### src/rtl/pmgate_pkg.sv
package pmgate_pkg;
   typedef enum logic [1:0] {
      M_RUN   = 2'd0,
      M_SLEEP = 2'd1,
      M_STOP  = 2'd2,
      M_STBY  = 2'd3
   } pm_mode_e;
endpackage

### src/rtl/pmgate_mode_fsm.sv
module pmgate_mode_fsm
   import pmgate_pkg::*;
#(
   parameter int MODE_W = 2,
   parameter int DBG_W  = 3
) (
   input  logic              clk,
   input  logic              rst_n,
   input  logic [MODE_W-1:0] mode_req,
   input  logic              wake,
   input  logic [DBG_W-1:0]  dbg_ctl,
   output pm_mode_e          mode_q,
   output pm_mode_e          mode_nxt,
   output logic              ovr_nxt,
   output logic              exit_stop,
   output logic              exit_stby
);
   localparam int N_LP = (1 << MODE_W) - 1;

   if (MODE_W != 2) begin : g_bad_mode_w
      $error("pmgate_mode_fsm: MODE_W must be 2");
   end
   if (DBG_W != N_LP) begin : g_bad_dbg_w
      $error("pmgate_mode_fsm: DBG_W must equal the number of low-power modes");
   end

   logic             ovr_q;
   logic [DBG_W-1:0] ovr_pick;
   logic             entering;

   // one override candidate per low-power mode
   for (genvar g = 0; g < DBG_W; g++) begin : g_pick
      assign ovr_pick[g] = (mode_req == MODE_W'(g + 1)) & dbg_ctl[g];
   end

   always_comb begin
      mode_nxt = mode_q;
      if (mode_q != M_RUN) begin
         if (wake) mode_nxt = M_RUN;
      end else begin
         mode_nxt = pm_mode_e'(mode_req);
      end
      entering  = (mode_q == M_RUN) && (mode_nxt != M_RUN);
      ovr_nxt   = entering ? (|ovr_pick) : ((mode_nxt == M_RUN) ? 1'b0 : ovr_q);
      exit_stop = (mode_q == M_STOP) && (mode_nxt == M_RUN);
      exit_stby = (mode_q == M_STBY) && (mode_nxt == M_RUN);
   end

   always_ff @(posedge clk or negedge rst_n) begin
      if (!rst_n) begin
         mode_q <= M_RUN;
         ovr_q  <= 1'b0;
      end else begin
         mode_q <= mode_nxt;
         ovr_q  <= ovr_nxt;
      end
   end


   wake_returns_run_chk: assert property (@(posedge clk) disable iff (!rst_n)
      (mode_q != M_RUN && wake) |=> (mode_q == M_RUN));


   ovr_held_chk: assert property (@(posedge clk) disable iff (!rst_n)
      (mode_q != M_RUN && !wake) |=> $stable(ovr_q));
endmodule

### src/rtl/pmgate_cfg_status.sv
module pmgate_cfg_status (
   input  logic clk,
   input  logic rst_n,
   input  logic in_run,
   input  logic cfg_wr,
   input  logic cfg_sys,
   input  logic exit_stop,
   input  logic exit_stby,
   input  logic flag_clr,
   output logic sys_cfg_q,
   output logic sys_cfg_nxt,
   output logic rst_req,
   output logic stby_resumed
);
   always_comb begin
      if (exit_stop || exit_stby)  sys_cfg_nxt = 1'b0;
      else if (in_run && cfg_wr)   sys_cfg_nxt = cfg_sys;
      else                         sys_cfg_nxt = sys_cfg_q;
   end

   always_ff @(posedge clk or negedge rst_n) begin
      if (!rst_n) begin
         sys_cfg_q    <= 1'b0;
         rst_req      <= 1'b0;
         stby_resumed <= 1'b0;
      end else begin
         sys_cfg_q <= sys_cfg_nxt;
         rst_req   <= exit_stby;
         if (exit_stby)     stby_resumed <= 1'b1;
         else if (flag_clr) stby_resumed <= 1'b0;
      end
   end


   rst_pulse_chk: assert property (@(posedge clk) disable iff (!rst_n)
      rst_req |=> !rst_req);


   set_beats_clr_chk: assert property (@(posedge clk) disable iff (!rst_n)
      (exit_stby && flag_clr) |=> stby_resumed);
endmodule

### src/rtl/pmgate_clk_policy.sv
module pmgate_clk_policy
   import pmgate_pkg::*;
(
   input  logic     clk,
   input  logic     rst_n,
   input  pm_mode_e mode_nxt,
   input  logic     ovr_nxt,
   input  logic     sys_cfg_nxt,
   output logic     fclk_en,
   output logic     hclk_en,
   output logic     src_rc,
   output logic     pd_req
);
   logic f_d, h_d, s_d, p_d;

   always_comb begin
      f_d = 1'b1;
      h_d = 1'b1;
      s_d = !sys_cfg_nxt;
      p_d = 1'b0;
      unique case (mode_nxt)
         M_RUN:   ;
         M_SLEEP: h_d = ovr_nxt;
         M_STOP:  begin f_d = ovr_nxt; h_d = ovr_nxt; s_d = 1'b1; end
         M_STBY:  begin f_d = ovr_nxt; h_d = ovr_nxt; s_d = 1'b1; p_d = !ovr_nxt; end
         default: ;
      endcase
   end

   // registered enables: no combinational path reaches the gate cells
   always_ff @(posedge clk or negedge rst_n) begin
      if (!rst_n) begin
         fclk_en <= 1'b1;
         hclk_en <= 1'b1;
         src_rc  <= 1'b1;
         pd_req  <= 1'b0;
      end else begin
         fclk_en <= f_d;
         hclk_en <= h_d;
         src_rc  <= s_d;
         pd_req  <= p_d;
      end
   end


   pd_gates_clocks_chk: assert property (@(posedge clk) disable iff (!rst_n)
      pd_req |-> (!fclk_en && !hclk_en));


   bus_never_alone_chk: assert property (@(posedge clk) disable iff (!rst_n)
      hclk_en |-> fclk_en);
endmodule

### src/rtl/pmgate_top.sv
module pmgate_top
   import pmgate_pkg::*;
#(
   parameter int MODE_W = 2,
   parameter int DBG_W  = 3
) (
   input  logic              clk,
   input  logic              rst_n,
   input  logic [MODE_W-1:0] mode_req,
   input  logic              wake,
   input  logic [DBG_W-1:0]  dbg_ctl,
   input  logic              cfg_wr,
   input  logic              cfg_sys,
   input  logic              flag_clr,
   output logic              fclk_en,
   output logic              hclk_en,
   output logic              src_rc,
   output logic              sys_clk_en,
   output logic              pd_req,
   output logic              rst_req,
   output logic              stby_resumed
);
   pm_mode_e mode_q, mode_nxt;
   logic     ovr_nxt, exit_stop, exit_stby, sys_cfg_q, sys_cfg_nxt;

   pmgate_mode_fsm #(.MODE_W(MODE_W), .DBG_W(DBG_W)) u_fsm (
      .clk(clk), .rst_n(rst_n), .mode_req(mode_req), .wake(wake),
      .dbg_ctl(dbg_ctl), .mode_q(mode_q), .mode_nxt(mode_nxt),
      .ovr_nxt(ovr_nxt), .exit_stop(exit_stop), .exit_stby(exit_stby));

   pmgate_cfg_status u_cfg (
      .clk(clk), .rst_n(rst_n), .in_run(mode_q == M_RUN), .cfg_wr(cfg_wr),
      .cfg_sys(cfg_sys), .exit_stop(exit_stop), .exit_stby(exit_stby),
      .flag_clr(flag_clr), .sys_cfg_q(sys_cfg_q), .sys_cfg_nxt(sys_cfg_nxt),
      .rst_req(rst_req), .stby_resumed(stby_resumed));

   pmgate_clk_policy u_pol (
      .clk(clk), .rst_n(rst_n), .mode_nxt(mode_nxt), .ovr_nxt(ovr_nxt),
      .sys_cfg_nxt(sys_cfg_nxt), .fclk_en(fclk_en), .hclk_en(hclk_en),
      .src_rc(src_rc), .pd_req(pd_req));

   assign sys_clk_en = sys_cfg_q;


   deep_exit_rc_chk: assert property (@(posedge clk) disable iff (!rst_n)
      (exit_stop || exit_stby) |=> (src_rc && !sys_clk_en));


   run_all_on_chk: assert property (@(posedge clk) disable iff (!rst_n)
      (mode_q == M_RUN) |-> (fclk_en && hclk_en && !pd_req));
endmodule

### config.mk
export PLATFORM = sky130hd
export DESIGN_NAME = pmgate_top
export DESIGN_NICKNAME = d
export VERILOG_FILES = /design/src/rtl/pmgate_pkg.sv /design/src/rtl/pmgate_mode_fsm.sv /design/src/rtl/pmgate_cfg_status.sv /design/src/rtl/pmgate_clk_policy.sv /design/src/rtl/pmgate_top.sv
export SDC_FILE = /design/constraint.sdc
export NUM_CORES = 1
export LEC_CHECK = 0
export ABC_AREA = 1
export BUFFER_PORTS_ARGS = -buffer_cell sky130_fd_sc_hd__buf_4
export CORE_AREA = 2 2 39 41
export CTS_BUF_LIST = sky130_fd_sc_hd__clkbuf_8
export CTS_CLUSTER_SIZE = 25
export DETAILED_ROUTE_END_ITERATION = 10
export DIE_AREA = 0 0 41 43
export PLACE_DENSITY = 0.68
export SYNTH_ARGS = -nofsm -noshare
export SYNTH_HDL_FRONTEND = slang
export SYNTH_SLANG_ARGS = --single-unit
### constraint.sdc
create_clock -name clk -period 3.5 [get_ports clk]
set_clock_uncertainty 0.2 [all_clocks]
set_input_delay 0.35 -clock clk [delete_from_list [all_inputs] [get_ports clk]]
set_output_delay 0.35 -clock clk [all_outputs]
set_load 0.05 [all_outputs]
==> flow_metrics.py, run 1 <==
metrics = {
    "run_status": {
        "status": "finished clean",
    },
    "placement": {
        "placed_cell_area_um2": 609,
        "post-dp-hpwl_um": 654,
        "routabilityCongestion": 0.704,
        "io_buffers": 17,
    },
    "routing": {
        "wirelength_um": 801,
        "vias": 395,
        "detail-route-antenna-nets": 0,
        "drcViolationCount": 0,
        "drtIter0Drc": 5,
        "wl_per_cell_um": 8.43,
        "viasPerCell": 4.16,
        "drt_pass1_iterations": 4,
    },
    "setup_path": {
        "critPathLaunchType": "flop",
        "max_stage_delay_ns": 0.51,
        "cp.required_ns": 2.95,
        "cp_max_fo": 1,
        "critPathTopFamily": "flip-flops",
        "crit_path_end_kind": "output port",
        "arrival_ns": 0.92,
        "crit_slowest_cell": "dfstp_2",
        "worst-path-buf-inv": 1,
        "cp_cell_sequence": "buf_4",
        "critPathKind": "reg2out",
    },
    "die": {
        "rows": 14,
        "die_h_um": 43,
        "dieArea_um2": 1760,
        "core_area_um2": 1380,
        "ioPinCount": 18,
        "chipWidth_um": 41,
        "initial_core_util": 0.334,
    },
    "sta": {
        "clock.fmax_mhz": 678,
        "worstMarginPinSlew_ns": 0.166,
        "grt_setup_unrepaired": "no",
        "setup-tns-final_ns": 0,
        "drv_slew": 0,
        "setup-violations-final": 0,
        "finalHoldViolations": 0,
        "fin_crit_ns": 1.47,
        "final.period_utilization": 0.421,
        "slew_headroom": 0.889,
    },
    "cts": {
        "cts_setup_buffers": 0,
        "clock_path_buffers": 2,
        "hold_buffers": 1,
        "clock_sinks": 10,
        "cts-root-buf": "clkbuf_8",
        "cts_tree": "built",
        "cts-buffers-inserted": 3,
        "clk_latency_ns": 0.23,
        "htree_num_levels": 1,
        "cts_resized": 0,
        "path_clk_slew_ns": 0.05,
    },
    "synth": {
        "synthSimpleGateAreaFrac": 0.325,
        "synth.distinct_cells": 11,
        "synthXorXnorAreaFrac": 0,
        "yosysWarnings": 0,
        "netlist_instances": 57,
        "synth.avg_cell_area_um2": 8.10,
        "synth_seq_cells": 10,
        "synth_area_um2": 462,
        "synth-compound-area-share": 0.0190,
        "synth_nets": 68,
        "muxShareOfSynthArea": 0,
        "yosys.area_share.adder": 0,
        "ys_top_cells_by_area": "dfrtp_1 38%, nand2_1 18%, dfstp_2 17%",
        "netlist.area_leader.share": 0.379,
        "synth_top_family_by_area": "simple AND/OR/NAND/NOR gates",
        "seq_area_frac_synth": 0.550,
        "synth_top_area_cell": "dfrtp_1",
    },
    "pwr": {
        "p_int_mw": 0.383,
        "power.density_nw_per_um2": 1020,
        "p_seq_frac": 0.296,
        "p_sw_mw": 0.302,
        "sw_frac_of_total": 0.441,
        "p_leak_nw": 0.412,
        "comb_power_share": 0.500,
        "clkPwrFrac": 0.204,
        "vdd_ir_drop_max_uv": 317,
    },
    "global_routing": {
        "grt_usage": 0.116,
        "antenna_found_initial": 0,
        "grt_pass1_vias": 341,
        "grt_max_degree": 11,
        "overflow": 0,
        "grt_pass1_wl_um": 1290,
    },
    "layout": {
        "multi_input_area_um2": 159,
        "antenna_cells": 0,
        "final_nets": 91,
        "fin_area_um2": 674,
        "fillers": 154,
        "area_delta_synth_final_pct": 46.1,
        "ff_latch_area_um2": 254,
        "layout-drive-gt1-share": 0.380,
    },
    "worst_hold_path": {
        "hp-class": "in2reg",
    },
    "flow_run": {
        "maxCapViolCount": 0,
    },
}
-- state kept, by name, summed over array words and instances, names as in the netlist --
name,count
u_cfg.rst_req,1
u_cfg.stby_resumed,1
u_cfg.sys_cfg_q,1
u_fsm.mode_q,2
u_fsm.ovr_q,1
u_pol.fclk_en,1
u_pol.hclk_en,1
u_pol.pd_req,1
u_pol.src_rc,1
-- routing by layer --
| layer | wire, um | vias to the layer above | GRT usage |
|---|---|---|---|
| li1 | - | 210 | - |
| met2 | 384 | 9 | 0.153 |
| met3 | 45 | 2 | 0.0314 |
| met4 | 25 | 0 | 0.120 |
| met1 | 347 | 174 | 0.137 |
| met5 | 0 | - | 0 |
-- path summary, 6_finish.rpt --
path / cells after the start / slack (ns) / start / end
max in group asynchronous: 2 / 2.60 / rst_n / u_pol.src_rc$_DFF_PN1_
min reg2reg: 2 / 0.27 / u_cfg.stby_resumed$_DFFE_PN0P_ / u_cfg.stby_resumed$_DFFE_PN0P_
max reg2reg: 8 / 2.14 / u_fsm.mode_q[1]$_DFF_PN0_ / u_pol.pd_req$_DFF_PN0_
max: 1 / 2.03 / u_pol.src_rc$_DFF_PN1_ / src_rc
min: 4 / 0.15 / flag_clr / u_cfg.stby_resumed$_DFFE_PN0P_
min in group asynchronous: 2 / 0.29 / rst_n / u_cfg.stby_resumed$_DFFE_PN0P_
-- final cells by class --
cell class                 count  area share
sequential                    10       0.377
multi-input combinational     34       0.236
timing repair buffer          18       0.204
clock buffer                   4      0.0816
inverter                      13      0.0724
tap                           16      0.0297
-- tightest hold or removal path, stage by stage --
cell and delay (ns):
buf_4 0.07, inv_1 0.03, nand2_1 0.04, nand2_1 0.04
-- cells by family after synthesis --
| family | after synthesis |
|---|---|
| simple gates | 33 |
| buf+inv | 13 |
| flops | 10 |
| compound gates | 1 |
-- Yosys cell counts --
master    n
a21oi_2   1
dfrtp_1   7
dfstp_2   3
inv_1    13
nand2_1  22
nand2_2   2
nand3_1   4
nand3_2   1
nor2_1    2
nor2_4    1
or2_2     1
-- layout by cell type, fill, tap and decap left out --
master / n
dfrtp_1: 7
clkbuf_8: 4
nand2_2: 2
or2_2: 1
nand2_1: 22
a21oi_2: 1
nor2_4: 1
dlygate4sd3_1: 1
nand3_1: 4
nor2_1: 2
inv_1: 13
dfstp_2: 3
buf_4: 17
nand3_2: 1
-- power by group through the flow --
stage / registers (mW) / clock network [mW] / logic (mW)
detailed placement: 0.205 / 0 / 0.347
finish: 0.203 / 0.140 / 0.343
global placement: 0.205 / 0 / 0.344
floorplan: 0.326 / 0 / 0.136
global route: 0.210 / 0.152 / 0.375
CTS: 0.204 / 0.146 / 0.348
-- per-stage QoR --
| step | hold slack, ns | setup WS [ns] | util | instances | power, mW |
|---|---|---|---|---|---|
| after floorplan | -0.146 | 2.24 | - | 57 | 0.462 |
| after global routing | 0.163 | 2.00 | 0.487 | 95 | 0.736 |
| after CTS | 0.141 | 2.01 | 0.487 | 95 | 0.697 |
| final | 0.147 | 2.03 | 0.487 | 95 | 0.685 |
| after global placement | -0.0181 | 2.17 | 0.440 | 90 | 0.550 |
| after detailed placement | -0.0166 | 2.14 | 0.440 | 90 | 0.552 |
Note: power is estimated with default switching activity, not from simulation.
==> inputs of run 2 (changes only) <==
--- a/config.mk
+++ b/config.mk
@@ -5,14 +5,14 @@
 export SDC_FILE = /design/constraint.sdc
 export NUM_CORES = 1
 export LEC_CHECK = 0
-export ABC_AREA = 1
+export ABC_AREA = 0
 export BUFFER_PORTS_ARGS = -buffer_cell sky130_fd_sc_hd__buf_4
 export CORE_AREA = 2 2 39 41
 export CTS_BUF_LIST = sky130_fd_sc_hd__clkbuf_8
 export CTS_CLUSTER_SIZE = 25
 export DETAILED_ROUTE_END_ITERATION = 10
 export DIE_AREA = 0 0 41 43
-export PLACE_DENSITY = 0.68
+export PLACE_DENSITY = 0.67
 export SYNTH_ARGS = -nofsm -noshare
 export SYNTH_HDL_FRONTEND = slang
 export SYNTH_SLANG_ARGS = --single-unit
==> constraint.sdc (replaced) <==
create_clock -name clk -period 1.52 [get_ports clk]
set_clock_uncertainty 0.2 [all_clocks]
set_input_delay 0.152 -clock clk [delete_from_list [all_inputs] [get_ports clk]]
set_output_delay 0.152 -clock clk [all_outputs]
set_load 0.05 [all_outputs]
==> run 2 against run 1 <==
Compared with the run above: the run now ends with hold timing left; clock-buffer cell count decreased by 1; utilization increased by 1.9 points; final area increased by 3.9%; combinational power increased by 73%; largest cell class unchanged.
==> flow_metrics.py, run 2 <==
metrics = {
    "placement": {
        "post-dp-hpwl_um": 668,
        "routabilityCongestion": 0.818,
        "io_buffers": 17,
        "place_ws_ns": 0.140,
    },
    "pwr": {
        "clkPwrFrac": 0.209,
        "p_sw_mw": 0.543,
        "p_leak_nw": 0.358,
        "sw_frac_of_total": 0.409,
        "p_seq_frac": 0.345,
        "p_total_mw": 1.33,
        "vdd_ir_drop_max_uv": 880,
        "comb_power_share": 0.447,
        "power.density_nw_per_um2": 1890,
        "p_int_mw": 0.784,
    },
    "synth": {
        "netlist.area_leader.share": 0.389,
        "synth_nets": 48,
        "netlist_top_cells_count": "7 x dfrtp_1, 5 x inv_1, 3 x dfstp_2",
        "netlist_instances": 37,
        "synth.avg_cell_area_um2": 12.2,
        "yosysWarnings": 0,
        "synth_top_area_cell": "dfrtp_1",
        "synthArstFlopShare": 1.00,
        "synth.distinct_cells": 21,
        "ys_top_cells_by_area": "dfrtp_1 39%, dfstp_2 18%, mux2i_1 4.4%",
        "seq_area_frac_synth": 0.564,
        "ys.flop_type": "dfrtp_1",
        "synth_seq_cells": 10,
        "synth_edf_count": 0,
        "synth_area_um2": 450,
        "post-synth-top-count-cell": "dfrtp_1",
    },
    "die": {
        "ioPinCount": 18,
        "rows": 14,
        "die_h_um": 43,
        "chipWidth_um": 41,
        "core_area_um2": 1380,
        "initial_core_util": 0.325,
        "dieArea_um2": 1760,
    },
    "run_status": {
        "violations": "hold timing",
        "status": "finished with violations",
    },
    "global_routing": {
        "grt_pass1_wl_um": 1470,
        "gr-usage-met3": 0.0471,
        "grt_pass1_vias": 354,
        "busiest_layer": "met2",
        "grt_usage": 0.127,
        "met2_usage": 0.172,
        "antenna_found_initial": 0,
        "overflow": 0,
        "grt_max_degree": 11,
        "use_met1": 0.172,
    },
    "routing": {
        "drtIter0Drc": 6,
        "vias": 379,
        "drcViolationCount": 0,
        "wirelength_um": 958,
        "viasPerCell": 4.86,
        "drt_pass1_iterations": 4,
        "wl_per_cell_um": 12.3,
        "detail-route-antenna-nets": 0,
    },
    "setup_path": {
        "max_stage_delay_ns": 0.52,
        "crit_path_end_kind": "flop",
        "arrival_ns": 1.44,
        "crit_slowest_cell": "dlygate4sd3_1",
        "critPathTopFamily": "buffers and inverters",
        "critPathKind": "in2reg",
        "worst-path-buf-inv": 2,
        "cp.required_ns": 1.49,
        "cp_max_fo": 4,
        "cp_cell_sequence": "dlygate4sd3_1 > buf_4 > mux2_2 > nand3_2 > and4bb_1",
        "critPathLaunchType": "input pin",
    },
    "cts": {
        "cts_setup_buffers": 0,
        "path_clk_slew_ns": 0.04,
        "clock_path_buffers": 2,
        "cts-buffers-inserted": 3,
        "htree_num_levels": 1,
        "cts-root-buf": "clkbuf_8",
        "clock_sinks": 10,
        "cts_tree": "built",
        "clk_latency_ns": 0.24,
    },
    "worst_hold_path": {
        "hp-class": "in2reg",
    },
    "layout": {
        "largest_reg_flops": 2,
        "antenna_cells": 0,
        "layout-drive-gt1-share": 0.468,
        "layout_common_cells": "16 x buf_4, 6 x inv_1, 6 x dfrtp_1, 5 x dlygate4sd3_1",
        "final_common_cell": "buf_4",
        "final_nets": 74,
        "area_delta_synth_final_pct": 55.6,
        "largest-register": "u_fsm.mode_q",
    },
    "sta": {
        "fin_ws_ns": 0.0439,
        "fin_crit_ns": 1.48,
        "drv_slew": 0,
        "worstMarginPinSlew_ns": 0.278,
        "slew_headroom": 0.815,
        "setup-tns-final_ns": 0,
        "clock.fmax_mhz": 677,
        "finalHoldViolations": 1,
        "setup-violations-final": 0,
        "holdWs_ns": -0.00338,
        "final.period_utilization": 0.971,
    },
    "flow_run": {
        "maxCapViolCount": 0,
    },
}
==> run 2: changes by cell type in the layout (fill, tap and decap cells not counted), sizes merged, moves of 3 or more <==
cell         change
dlygate4sd3      +4
a2bb2oi          +3
nand3            -4
inv              -7
nand2           -22
==> run 2: worst paths after layout <==
path,to,from,cells after the start,slack (ns)
max,u_pol.pd_req$_DFF_PN0_,mode_req[0],5,0.04
max reg2reg,u_pol.pd_req$_DFF_PN0_,u_fsm.mode_q[1]$_DFF_PN0_,3,0.10
min in group asynchronous,u_fsm.mode_q[0]$_DFF_PN0_,rst_n,2,0.08
max in group asynchronous,u_pol.hclk_en$_DFF_PN1_,rst_n,2,0.81
min reg2reg,u_cfg.stby_resumed$_DFFE_PN0P_,u_cfg.stby_resumed$_DFFE_PN0P_,1,0.28
min,u_cfg.stby_resumed$_DFFE_PN0P_,flag_clr,3,-0.003
==> run 2: kinds of logic after synthesis <==
group                  count (synthesis)  synth area share
AO/OA/AOI/OAI                          7             0.133
multiplexers                           3            0.0694
buffers and inverters                  5            0.0417
flip-flops                            10             0.564
AND/OR/NAND/NOR                       12             0.192
==> run 2: through the flow <==
| stage | instance area (um2) | utilization | hold slack, ns | instances |
|---|---|---|---|---|
| 2_1_floorplan | 450 | - | -0.344 | 37 |
| 3_3_place_gp | 598 | 0.432 | -0.212 | 70 |
| 3_5_place_dp | 598 | 0.432 | -0.213 | 70 |
| 4_1_cts | 693 | 0.501 | 0.0000336 | 79 |
| 5_1_grt | 701 | 0.506 | 0.00918 | 78 |
| 6_report | 701 | 0.506 | -0.00338 | 78 |
==> run 2: final cells by class <==
cell class	count	area (um2)
Fill cell	126	683
Sequential cell	10	255
Multi-Input combinational cell	22	191
Timing Repair Buffer	21	170
Clock buffer	3	41.3
Tap cell	16	20.0
Inverter	5	18.8
Clock inverter	1	3.75
==> run 2: repair_timing <==
action / 4_1_cts / 5_1_grt
endpoints found under the hold margin: 15 / 0
hold buffers: 5 / 0
gates resized for setup: 0 / 3
endpoints found under the setup margin: 0 / 1
==> run 2: per-layer routing <==
| metal | vias to the layer above | share of wire | wire length, um |
|---|---|---|---|
| li1 | 178 | - | - |
| met1 | 184 | 0.43 | 409 |
| met2 | 15 | 0.49 | 473 |
| met3 | 2 | 0.063 | 60 |
| met4 | 0 | 0.015 | 14 |
| met5 | - | 0 | 0 |
==> run 2: power by group through the flow <==
stage | Clock, mW | Combinational [mW] | Sequential (mW)
2_1_floorplan | 0 | 0.185 | 0.676
3_3_place_gp | 0 | 0.571 | 0.449
3_5_place_dp | 0 | 0.575 | 0.453
4_1_cts | 0.284 | 0.587 | 0.450
5_1_grt | 0.296 | 0.630 | 0.475
6_report | 0.277 | 0.593 | 0.457
==> run 2: worst register-to-register path: stages, from the launching register on <==
cell and delay (ns):
dfrtp_2 0.45, nor2_2 0.27, a2bb2oi_1 0.15, and4bb_1 0.27
